**src/rtl/ext_irq_ctrl.sv**
```systemverilog
module ext_irq_ctrl #(
  parameter int ADDR_W = 8,
  parameter logic [ADDR_W-1:0] CSR_ADDR = 8'h1D,
  parameter int SYNC_STAGES = 2
) (
  input  logic              clk,
  input  logic              rst_n,
  input  logic              irq_pin_n,
  input  logic [ADDR_W-1:0] bus_addr,
  input  logic              bus_wr,
  input  logic [7:0]        bus_wdata,
  output logic [7:0]        bus_rdata,
  input  logic              vec_fetch,
  input  logic              cpu_gmask,
  output logic              irq_req,
  output logic              pin_level
);
  localparam int FLAG_BIT = 3;
  localparam int ACK_BIT  = 2;
  localparam int MASK_BIT = 1;
  localparam int MODE_BIT = 0;

  logic [SYNC_STAGES-1:0] sync_q;
  logic pin_s, prev_q, flag_q, mask_q, mode_q;
  logic csr_hit, wr_hit, ack, fall, set_ev;

  always_ff @(posedge clk or negedge rst_n)
    if (!rst_n) sync_q <= '1;
    else        sync_q <= {sync_q[SYNC_STAGES-2:0], irq_pin_n};

  assign pin_s     = sync_q[SYNC_STAGES-1];
  assign pin_level = pin_s;

  assign csr_hit = (bus_addr == CSR_ADDR);
  assign wr_hit  = bus_wr & csr_hit;
  assign ack     = vec_fetch | (wr_hit & bus_wdata[ACK_BIT]);
  assign fall    = prev_q & ~pin_s;
  assign set_ev  = fall | (mode_q & ~pin_s);

  always_ff @(posedge clk or negedge rst_n)
    if (!rst_n) begin
      prev_q <= 1'b1;
      flag_q <= 1'b0;
      mask_q <= 1'b0;
      mode_q <= 1'b0;
    end else begin
      prev_q <= pin_s;
      if (set_ev)   flag_q <= 1'b1;
      else if (ack) flag_q <= 1'b0;
      if (wr_hit) begin
        mask_q <= bus_wdata[MASK_BIT];
        mode_q <= bus_wdata[MODE_BIT];
      end
    end

  always_comb begin
    bus_rdata = '0;
    if (csr_hit) begin
      bus_rdata[FLAG_BIT] = flag_q;
      bus_rdata[MASK_BIT] = mask_q;
      bus_rdata[MODE_BIT] = mode_q;
    end
  end

  assign irq_req = flag_q & ~mask_q & ~cpu_gmask;
endmodule


```
**config.mk**
```make
export PLATFORM = sky130hd
export DESIGN_NAME = ext_irq_ctrl
export DESIGN_NICKNAME = d
export VERILOG_FILES = /design/src/rtl/ext_irq_ctrl.sv
export SDC_FILE = /design/constraint.sdc
export NUM_CORES = 1
export LEC_CHECK = 0
export BUFFER_PORTS_ARGS = -buffer_cell sky130_fd_sc_hd__buf_2
export CAP_MARGIN = 10
export CELL_PAD_IN_SITES_DETAIL_PLACEMENT = 0
export CELL_PAD_IN_SITES_GLOBAL_PLACEMENT = 2
export CORE_MARGIN = 2
export CORE_UTILIZATION = 18
export DETAILED_ROUTE_END_ITERATION = 10
export HOLD_SLACK_MARGIN = 0.03
export PLACE_DENSITY_LB_ADDON = 0.1
export SYNTH_ARGS = -nofsm -noshare
export SYNTH_HDL_FRONTEND = slang
export SYNTH_SLANG_ARGS = --single-unit
```
**constraint.sdc**
```tcl
create_clock -name clk -period 1.7 [get_ports clk]
set_input_delay 0.255 -clock clk [delete_from_list [all_inputs] [get_ports clk]]
set_output_delay 0.255 -clock clk [all_outputs]
set_load 0.02 [all_outputs]
```
Word level (Yosys, flattened, before mapping)
Index checks and enable logic that the tools add are counted.
Operators by class
  reduce and logical (&&, ||, !) cells: 1
  mux-type cells: 4
  bitwise logic cells: 11
  eq/ne operators: 1
Operators by type and width (number)
  $eq A8 B5 Y1 const B: 1
  $and A1 B1 Y1: 6
  $mux W1: 3
  $not A1 Y1: 3
  $mux W2: 1
  $or A1 B1 Y1: 2
  $reduce_bool A2 Y1: 1
Word-level totals
  logic and storage cells: 22
  register bits after elaboration: 6
  output and inout bits: 10

Logic depth before layout (Yosys ltp)
Gate-level depths: netlist (run 1).
  depth after elaboration: 6
  depth in mapped cells: 3

Worst setup path after synthesis (run 1)
OpenSTA, ideal clock, no wires.
  path type: input -> register
  start: input port bus_addr[7]
  end: register mask_q
  path buffers: 0
  stages on the path: 3
  arrival time: 1.282 ns
  library setup time: 0.125 ns
  required time: 1.575 ns
  path slack: 0.293 ns
  cells stage by stage: or2_1 or4_4 mux2_4
On the way
  longest elaborated chain between the ends: 2
RTL lines
  from (decl): RTL line 9  | input logic [ADDR_W-1:0] bus_addr,
  $eq A8 B5 Y1: RTL line 34  | assign csr_hit = (bus_addr == CSR_ADDR);
  $and A1 B1 Y1: RTL line 35  | assign wr_hit = bus_wr & csr_hit;
  to (signal assigned): RTL line 51  | mask_q <= bus_wdata[MASK_BIT];
  to (decl): RTL line 24  | logic pin_s, prev_q, flag_q, mask_q, mode_q;
Every way passes these cells.
A chain may end at the register's enable or synchronous reset.

Worst setup path in the final report (run 1)
  start: input port bus_addr[7]
  end: output port bus_rdata[0]
On the way
  longest elaborated chain between the ends: 2
RTL lines
  $eq A8 B5 Y1: RTL line 34
  $mux W2: RTL line 58  | if (csr_hit) begin
  to (decl): RTL line 12  | output logic [7:0] bus_rdata,
Every way passes these cells.

==> results of run 1 <==
==> worst max-delay path by stage <==
stage	startpoint	end	slack (ns)	cells past startpoint
4_1_cts	bus_addr[7]	bus_rdata[0]	0.21	5
6_report	bus_addr[7]	bus_rdata[0]	0.23	5
3_3_place_gp	bus_addr[1]	mask_q	0.16	4
5_1_grt	bus_addr[7]	bus_rdata[3]	0.13	5
3_5_place_dp	bus_addr[1]	mask_q	0.15	4
2_1_floorplan	bus_addr[7]	mask_q	0.29	3
==> logic make-up after synthesis <==
kind of cell           Yosys count  share of synthesized area [%]
DFF                              6                          48.05
muxes                            2                          9.375
other                            1                          1.171
and+or+nand+nor                 11                          23.05
AOI/OAI and AO/OA                2                          5.079
buffers and inverters            6                          13.28
==> placed cells by master (no fill, tap or decap), drive strengths merged <==
cell,Yosys,routed
a2bb2oi,1,1
and2,3,3
buf,5,21
clkbuf,0,4
clkinvlp,1,1
conb,1,5
dfrtp,3,3
dfstp,3,3
dlygate4sd3,0,1
mux2,2,2
nand2,1,1
nand2b,2,2
nand4b,1,1
nor3,1,1
nor3b,1,1
o21bai,1,1
or2,1,1
or4,1,1
==> layout make-up <==
| type | instances | area, um^2 | share of cell area, % |
|---|---|---|---|
| sequential | 6 | 153.9 | 32.71 |
| multi-input combinational | 20 | 138.9 | 29.52 |
| timing repair buffer | 22 | 115.1 | 24.47 |
| tap | 25 | 31.28 | 6.649 |
| clock buffer | 4 | 26.28 | 5.585 |
| inverter | 1 | 5.005 | 1.064 |
==> sequential cells by signal, indices dropped and copies added, names as in the netlist <==
signal,cells
mode_q,1
mask_q,1
flag_q,1
prev_q,1
sync_q,2
==> timing repair <==
action,in CTS,in global routing
hold endpoints to repair,4,0
hold buffers,1,0
resized for setup,0,0
==> per-stage QoR <==
step | util (%) | setup slack [ns] | instance area, um^2
3_3_place_gp | 25.42 | 0.1585 | 434.2
6_report | 27.55 | 0.2330 | 470.5
3_5_place_dp | 25.42 | 0.1488 | 434.2
2_1_floorplan | - | 0.2926 | 335.3
4_1_cts | 27.55 | 0.2055 | 470.5
5_1_grt | 27.55 | 0.1328 | 470.5
==> power by group <==
part	internal [uW]	switching (uW)	leakage, uW
clock	89.0	53.0	0.0000150
combinational	25.4	26.6	0.000158
sequential	154	5.10	0.0000713
total	269	84.7	0.000244
==> metal layers <==
| metal | wire, um | global-route usage (%) |
|---|---|---|
| met1 | 257 | 8.274 |
| met2 | 393 | 12.50 |
| met3 | 48 | 2.353 |
| met4 | 0 | 8.571 |
| met5 | 0 | 0 |
==> metrics.yaml, run 1 <==
clock_skew_ns: 0.01426
initial_core_util_pct: 18.75
wirelength_um: 698
die-area_mm2: 0.002133
endpoint_kind: "output port"
worstPathRequired_ns: 1.44
die_x_um: 46.19
yosysWarningCount: 0
cts_tree: "done"
synthFlopType: "dfstp_2"
status: "completed"
clk_path_buf_depth: 2
netlist_instances: 28
synth.most_common_cell: "buf_4"
ys_seq_elements: 6
fin_nets: 76
drtPass1Iterations: 1
place_inst: 73
grt_pass1_vias: 295
areaGrowthSynthToFinish_pct: 46.88
final_layout_size_suffix_gt1_share_pct: 58.49
rsz0062_at_grt: "false"
path_buf_inv: 2
report.final.slew_viol_count: 0
via_count: 266
antenna_left: 0
critPathLaunchType: "input pin"
holdPathEnd: "sync_q[0]"
synth_edf_count: 0
yosysUniqueCellTypes: 16
cpMostUsedCell: "buf_2"
fp.dieH_um: 46.19
grt_max_degree: 7
path_clk_slew_ns: 0.04
clock_sinks: 6
core_mm2: 0.001708
synthTopCellsByArea: "dfstp_2, dfrtp_1, buf_4"
layout_min_cycle_time_ns: 1.467
htree_levels: 1
wl_per_cell_um: 8.949
gr-total-overflow: 0
dp_hpwl_um: 589.2
gr-usage-all-layers_pct: 8.093
grt_pass1_wl_um: 1117
remaining_drc_errors: 0
post-route-period-util_pct: 86.29
peakVddDrop_mv: 0.1581
synth_top_area_share_pct: 24.61
antenna_found_initial: 0
p_per_area_mw_per_mm2: 750.8
numCtsBuffers: 3
r2r_slack_ns: 0.71
leakage_uw: 0.0002443
vias_per_cell: 3.410
path_class: "input pin to output port"
tns_ns: 0
drt-initial-drc-count: 0
worstPathArrival_ns: 1.21
hold_ws_ns: 0.1189
final_hold_viol_count: 0
finalSetupViolations: 0
max_freq_ghz: 0.6817
cp_max_fo: 3
yosys.area.top_type: "dfstp_2"
holdCritStartpoint: "irq_pin_n"
holdPathStages: 1
clkLatencyLatePin_ns: 0.25
cts_root_buf: "clkbuf_4"
slowest_stage: "nor3_1"
rr_startpoint: "sync_q[1]"
fin_cells: 78
netlist_top_cells_count: "buf_4, and2_1, dfrtp_1, dfstp_2"
cp_top_family: "simple AND/OR/NAND/NOR gates"
antenna_cells: 0
pin_count: 32
seq_area_frac_synth_pct: 48.05
synth_area_per_cell_um2: 11.44
rows: 15
io_buffers: 21
postCtsSetupBuffers: 0
total_power_uw: 353.2
worstPathCellList: "buf_2 > or2_1 > nor3_1 > and2_1 > buf_2"
postSynth.asyncResetShare_pct: 100.0
min_path_type: "input pin to register"
drv_cap: 0
fillCellCount: 188
routabilityCongestion: 0.6075
reg2reg_to: "flag_q"
critPathMaxStageDelay_ns: 0.31
syn_area_um2: 320.3
ff2ff_path_depth: 3
Power figures use the tool's default switching activity.
==> run 2: changes to the inputs <==
--- a/config.mk
+++ b/config.mk
@@ -6,14 +6,14 @@
 export NUM_CORES = 1
 export LEC_CHECK = 0
 export BUFFER_PORTS_ARGS = -buffer_cell sky130_fd_sc_hd__buf_2
-export CAP_MARGIN = 10
+export CAP_MARGIN = 20
 export CELL_PAD_IN_SITES_DETAIL_PLACEMENT = 0
 export CELL_PAD_IN_SITES_GLOBAL_PLACEMENT = 2
 export CORE_MARGIN = 2
 export CORE_UTILIZATION = 18
 export DETAILED_ROUTE_END_ITERATION = 10
 export HOLD_SLACK_MARGIN = 0.03
-export PLACE_DENSITY_LB_ADDON = 0.1
+export PLACE_DENSITY = 0.78
 export SYNTH_ARGS = -nofsm -noshare
 export SYNTH_HDL_FRONTEND = slang
 export SYNTH_SLANG_ARGS = --single-unit
==> metrics.yaml, run 2 (same netlist as run 1, synthesis figures left out) <==
status: "completed"
antenna_left: 0
via_count: 268
wirelength_um: 608
cts_tree: "done"
final_util_pct: 27.55
postCtsSetupBuffers: 0
finalSetupViolations: 0
vias_per_cell: 3.436
final_cell_mix: "buf_2, conb_1"
cp_max_fo: 3
leakage_uw: 0.0002443
drt-initial-drc-count: 0
fillCellCount: 186
tns_ns: 0
rows: 15
fp.dieH_um: 46.19
final_hold_viol_count: 0
grt_max_degree: 7
pin_count: 32
layout_min_cycle_time_ns: 1.413
die_x_um: 46.19
initial_core_util_pct: 18.75
htree_levels: 1
path_clk_slew_ns: 0.04
critPathLaunchType: "input pin"
gr-usage-all-layers_pct: 7.871
fin_nets: 76
core_mm2: 0.001708
drtPass1Iterations: 1
wl_per_cell_um: 7.795
grt_util_met2_pct: 11.39
gr-usage-met1_pct: 8.571
top_usage_layer: "met2"
io_buffers: 21
antenna_cells: 0
routabilityCongestion: 0.6171
clk_path_buf_depth: 2
largest_register: "sync_q"
clkLatencyLatePin_ns: 0.25
min_path_type: "input pin to register"
die-area_mm2: 0.002133
clock_sinks: 6
endpoint_kind: "output port"
ctsHoldBuffers: 1
worstPathArrival_ns: 1.16
post-route-period-util_pct: 83.11
cts_root_buf: "clkbuf_4"
peakVddDrop_mv: 0.2208
max_freq_ghz: 0.7078
worstPathRequired_ns: 1.44
remaining_drc_errors: 0
gr-total-overflow: 0
largest_reg_flops: 2
numCtsBuffers: 3
report.final.slew_viol_count: 0
grt_pass1_wl_um: 1069
drv_cap: 0
cts_resized: 0
areaGrowthSynthToFinish_pct: 46.88
final_common_cell: "buf_2"
antenna_found_initial: 0
clock_skew_ns: 0.008453
grt_pass1_vias: 271
hold_ws_ns: 0.1122
p_per_area_mw_per_mm2: 751.0
path_class: "input pin to output port"
grt_use_met3_pct: 3.529
final_layout_size_suffix_gt1_share_pct: 58.49
rsz0062_at_grt: "false"
[run 2: cell counts in the layout (fill, tap and decap cells not counted)]
Identical to the previous run, type by type.
[run 2: metrics by stage]
| step | power, uW | instances | setup WS [ns] | cell area (um^2) |
|---|---|---|---|---|
| 2_1_floorplan | 195.2 | 32 | 0.2926 | 335.3 |
| 3_3_place_gp | 210.8 | 73 | 0.1652 | 434.2 |
| 3_5_place_dp | 211.5 | 73 | 0.1601 | 434.2 |
| 4_1_cts | 363.7 | 78 | 0.2563 | 470.5 |
| 5_1_grt | 375.5 | 78 | 0.1336 | 470.5 |
| 6_report | 353.3 | 78 | 0.2871 | 470.5 |
[run 2: worst max-delay path, stage by stage]
cell and delay [ns]:
buf_2 0.09, or2_1 0.24, nor3_1 0.26, and2_1 0.16, buf_2 0.15
[run 2: power breakdown]
group	internal, uW	switching (uW)	leakage (uW)
clock	89.1	54.1	0.0000150
combinational	25.4	26.2	0.000158
sequential	154	4.35	0.0000713
total	269	84.7	0.000244
[run 2: cell type report]
cell class / instances / area, um^2 / area share, %
clock buffers: 4 / 26.28 / 5.585
inverters: 1 / 5.005 / 1.064
multi-input cells: 20 / 138.9 / 29.52
flip-flops and latches: 6 / 153.9 / 32.71
well taps: 25 / 31.28 / 6.649
repair buffers: 22 / 115.1 / 24.47
[run 2: metal layers]
layer	share of wire (%)	up-vias	wire length, um
met5	0	-	0
met4	2.6	0	16
met3	11	2	69
met2	47	13	286
met1	39	121	236
li1	-	132	-
[run 2: worst paths after layout]
| path | endpoint | slack, ns | start | cells after the start |
|---|---|---|---|---|
| worst min-delay path | sync_q[0] | 0.11 | irq_pin_n | 1 |
| max in group asynchronous | prev_q | 1.13 | rst_n | 2 |
| worst min register to register | sync_q[1] | 0.35 | sync_q[0] | 0 |
| worst max-delay path | bus_rdata[3] | 0.29 | bus_addr[7] | 5 |
| min in group asynchronous | mode_q | 0.35 | rst_n | 2 |
| worst max register to register | flag_q | 0.74 | sync_q[1] | 3 |
==> run 3: changes to the inputs <==
--- a/config.mk
+++ b/config.mk
@@ -9,11 +9,12 @@
 export CAP_MARGIN = 20
 export CELL_PAD_IN_SITES_DETAIL_PLACEMENT = 0
 export CELL_PAD_IN_SITES_GLOBAL_PLACEMENT = 2
+export CORE_ASPECT_RATIO = 0.7
 export CORE_MARGIN = 2
-export CORE_UTILIZATION = 18
+export CORE_UTILIZATION = 16
 export DETAILED_ROUTE_END_ITERATION = 10
 export HOLD_SLACK_MARGIN = 0.03
-export PLACE_DENSITY = 0.78
+export PLACE_DENSITY = 0.7
 export SYNTH_ARGS = -nofsm -noshare
 export SYNTH_HDL_FRONTEND = slang
 export SYNTH_SLANG_ARGS = --single-unit
==> constraint.sdc (replaced) <==
create_clock -name clk -period 1.5 [get_ports clk]
set_input_delay 0.225 -clock clk [delete_from_list [all_inputs] [get_ports clk]]
set_output_delay 0.225 -clock clk [all_outputs]
set_load 0.02 [all_outputs]
==> metrics.yaml, run 3 (same netlist as run 1, synthesis figures left out) <==
status: "completed"
remaining_drc_errors: 0
leakage_uw: 0.0002443
switching_share_pct: 23.81
finalSetupViolations: 0
htree_levels: 1
place_inst: 70
p_seq_share_pct: 45.0
p_switching_uw: 95.10
vias_per_cell: 3.440
holdCritStartpoint: "irq_pin_n"
via_count: 258
clock_power_share_pct: 40.4
p_per_area_mw_per_mm2: 855.9
clkLatencyLatePin_ns: 0.24
clock_skew_ns: 0.003914
worstPathArrival_ns: 1.16
holdPathStages: 1
drtPass1Iterations: 2
cp_top_family: "simple AND/OR/NAND/NOR gates"
final_cell_mix: "buf_2, conb_1"
areaGrowthSynthToFinish_pct: 45.70
worstPathCellList: "buf_2 > or2_1 > nor3_1 > and2_1 > buf_2"
fin_cells: 75
final_hold_viol_count: 0
final_layout_size_suffix_gt1_share_pct: 58.49
numCtsBuffers: 3
worstPathRequired_ns: 1.27
die_x_um: 57.48
gr-usage-all-layers_pct: 5.321
endpoint_kind: "output port"
critPathMaxStageDelay_ns: 0.27
largest_register: "sync_q"
routabilityCongestion: 0.6366
grt_max_degree: 7
wirelength_um: 631
peakVddDrop_mv: 0.2960
path_buf_inv: 2
initial_core_util_pct: 17.12
p_int_uw: 304.3
fillCellCount: 207
rr_startpoint: "sync_q[1]"
gr-total-overflow: 0
rows: 13
core_mm2: 0.001871
antenna_found_initial: 0
post-route-period-util_pct: 92.44
cts_tree: "done"
rsz0062_at_grt: "false"
cts_resized: 0
layout_min_cycle_time_ns: 1.387
pin_count: 32
min_path_type: "input pin to register"
cp_max_fo: 3
postCtsSetupBuffers: 0
antenna_cells: 0
clock_sinks: 6
ff2ff_path_depth: 3
reg2reg_to: "flag_q"
clk_path_buf_depth: 2
pwr-share-comb_pct: 14.6
ctsHoldBuffers: 1
final_common_cell: "buf_2"
max_freq_ghz: 0.7212
cpMostUsedCell: "buf_2"
grt_pass1_vias: 250
grt_pass1_wl_um: 931
drt-initial-drc-count: 5
largest_reg_flops: 2
io_buffers: 21
path_class: "input pin to output port"
die-area_mm2: 0.002381
total_power_uw: 399.4
fin_nets: 76
hold_ws_ns: 0.07849
holdPathEnd: "sync_q[0]"
wl_per_cell_um: 8.413
dp_hpwl_um: 571.3
drv_cap: 0
cts_root_buf: "clkbuf_4"
path_clk_slew_ns: 0.05
r2r_slack_ns: 0.53
fp.dieH_um: 41.44
critPathLaunchType: "input pin"
slowest_stage: "nor3_1"
report.final.slew_viol_count: 0
antenna_left: 0
run 3: area by class of cell:
| cell class | count | area (um^2) | share of cell area [%] |
|---|---|---|---|
| Sequential cell | 6 | 153.9 | 32.98 |
| Clock buffer | 4 | 26.28 | 5.630 |
| Multi-Input combinational cell | 20 | 138.9 | 29.76 |
| Timing Repair Buffer | 22 | 115.1 | 24.66 |
| Tap cell | 22 | 27.53 | 5.898 |
| Inverter | 1 | 5.005 | 1.072 |
run 3: worst max path at each step:
stage | startpoint | to | slack (ns) | cells after the start
6_report | bus_addr[7] | bus_rdata[3] | 0.11 | 5
3_3_place_gp | bus_addr[7] | mask_q | -0.01 | 4
2_1_floorplan | bus_addr[7] | mask_q | 0.12 | 3
3_5_place_dp | bus_addr[7] | mask_q | -0.02 | 4
5_1_grt | bus_addr[7] | bus_rdata[0] | 0.02 | 5
4_1_cts | bus_addr[7] | bus_rdata[3] | 0.10 | 5
run 3: metal layers:
layer / track usage, % / up-vias / routed length [um] / part of all wire (%)
met5: 0 / - / 0 / 0
met2: 7.045 / 9 / 296 / 47
met1: 5.927 / 115 / 258 / 41
li1: - / 134 / - / -
met3: 4.361 / 0 / 76 / 12
met4: 2.791 / 0 / 0 / 0
run 3: stage by stage:
step	utilization, %	setup TNS (ns)	setup slack (ns)	area [um^2]
2_1_floorplan	-	0	0.1226	335.3
3_3_place_gp	23.01	-0.02227	-0.01163	430.4
3_5_place_dp	23.01	-0.03861	-0.01944	430.4
4_1_cts	24.95	0	0.1028	466.7
5_1_grt	24.95	0	0.01902	466.7
6_report	24.95	0	0.1133	466.7
run 3: power by group through the flow:
| stage | sequential (uW) | combinational, uW | clock [uW] |
|---|---|---|---|
| finish | 180 | 58.3 | 161 |
| floorplan | 183 | 38.6 | 0 |
| CTS | 180 | 59.2 | 169 |
| detailed placement | 182 | 57.1 | 0 |
| global placement | 182 | 56.3 | 0 |
| global route | 181 | 64.5 | 178 |
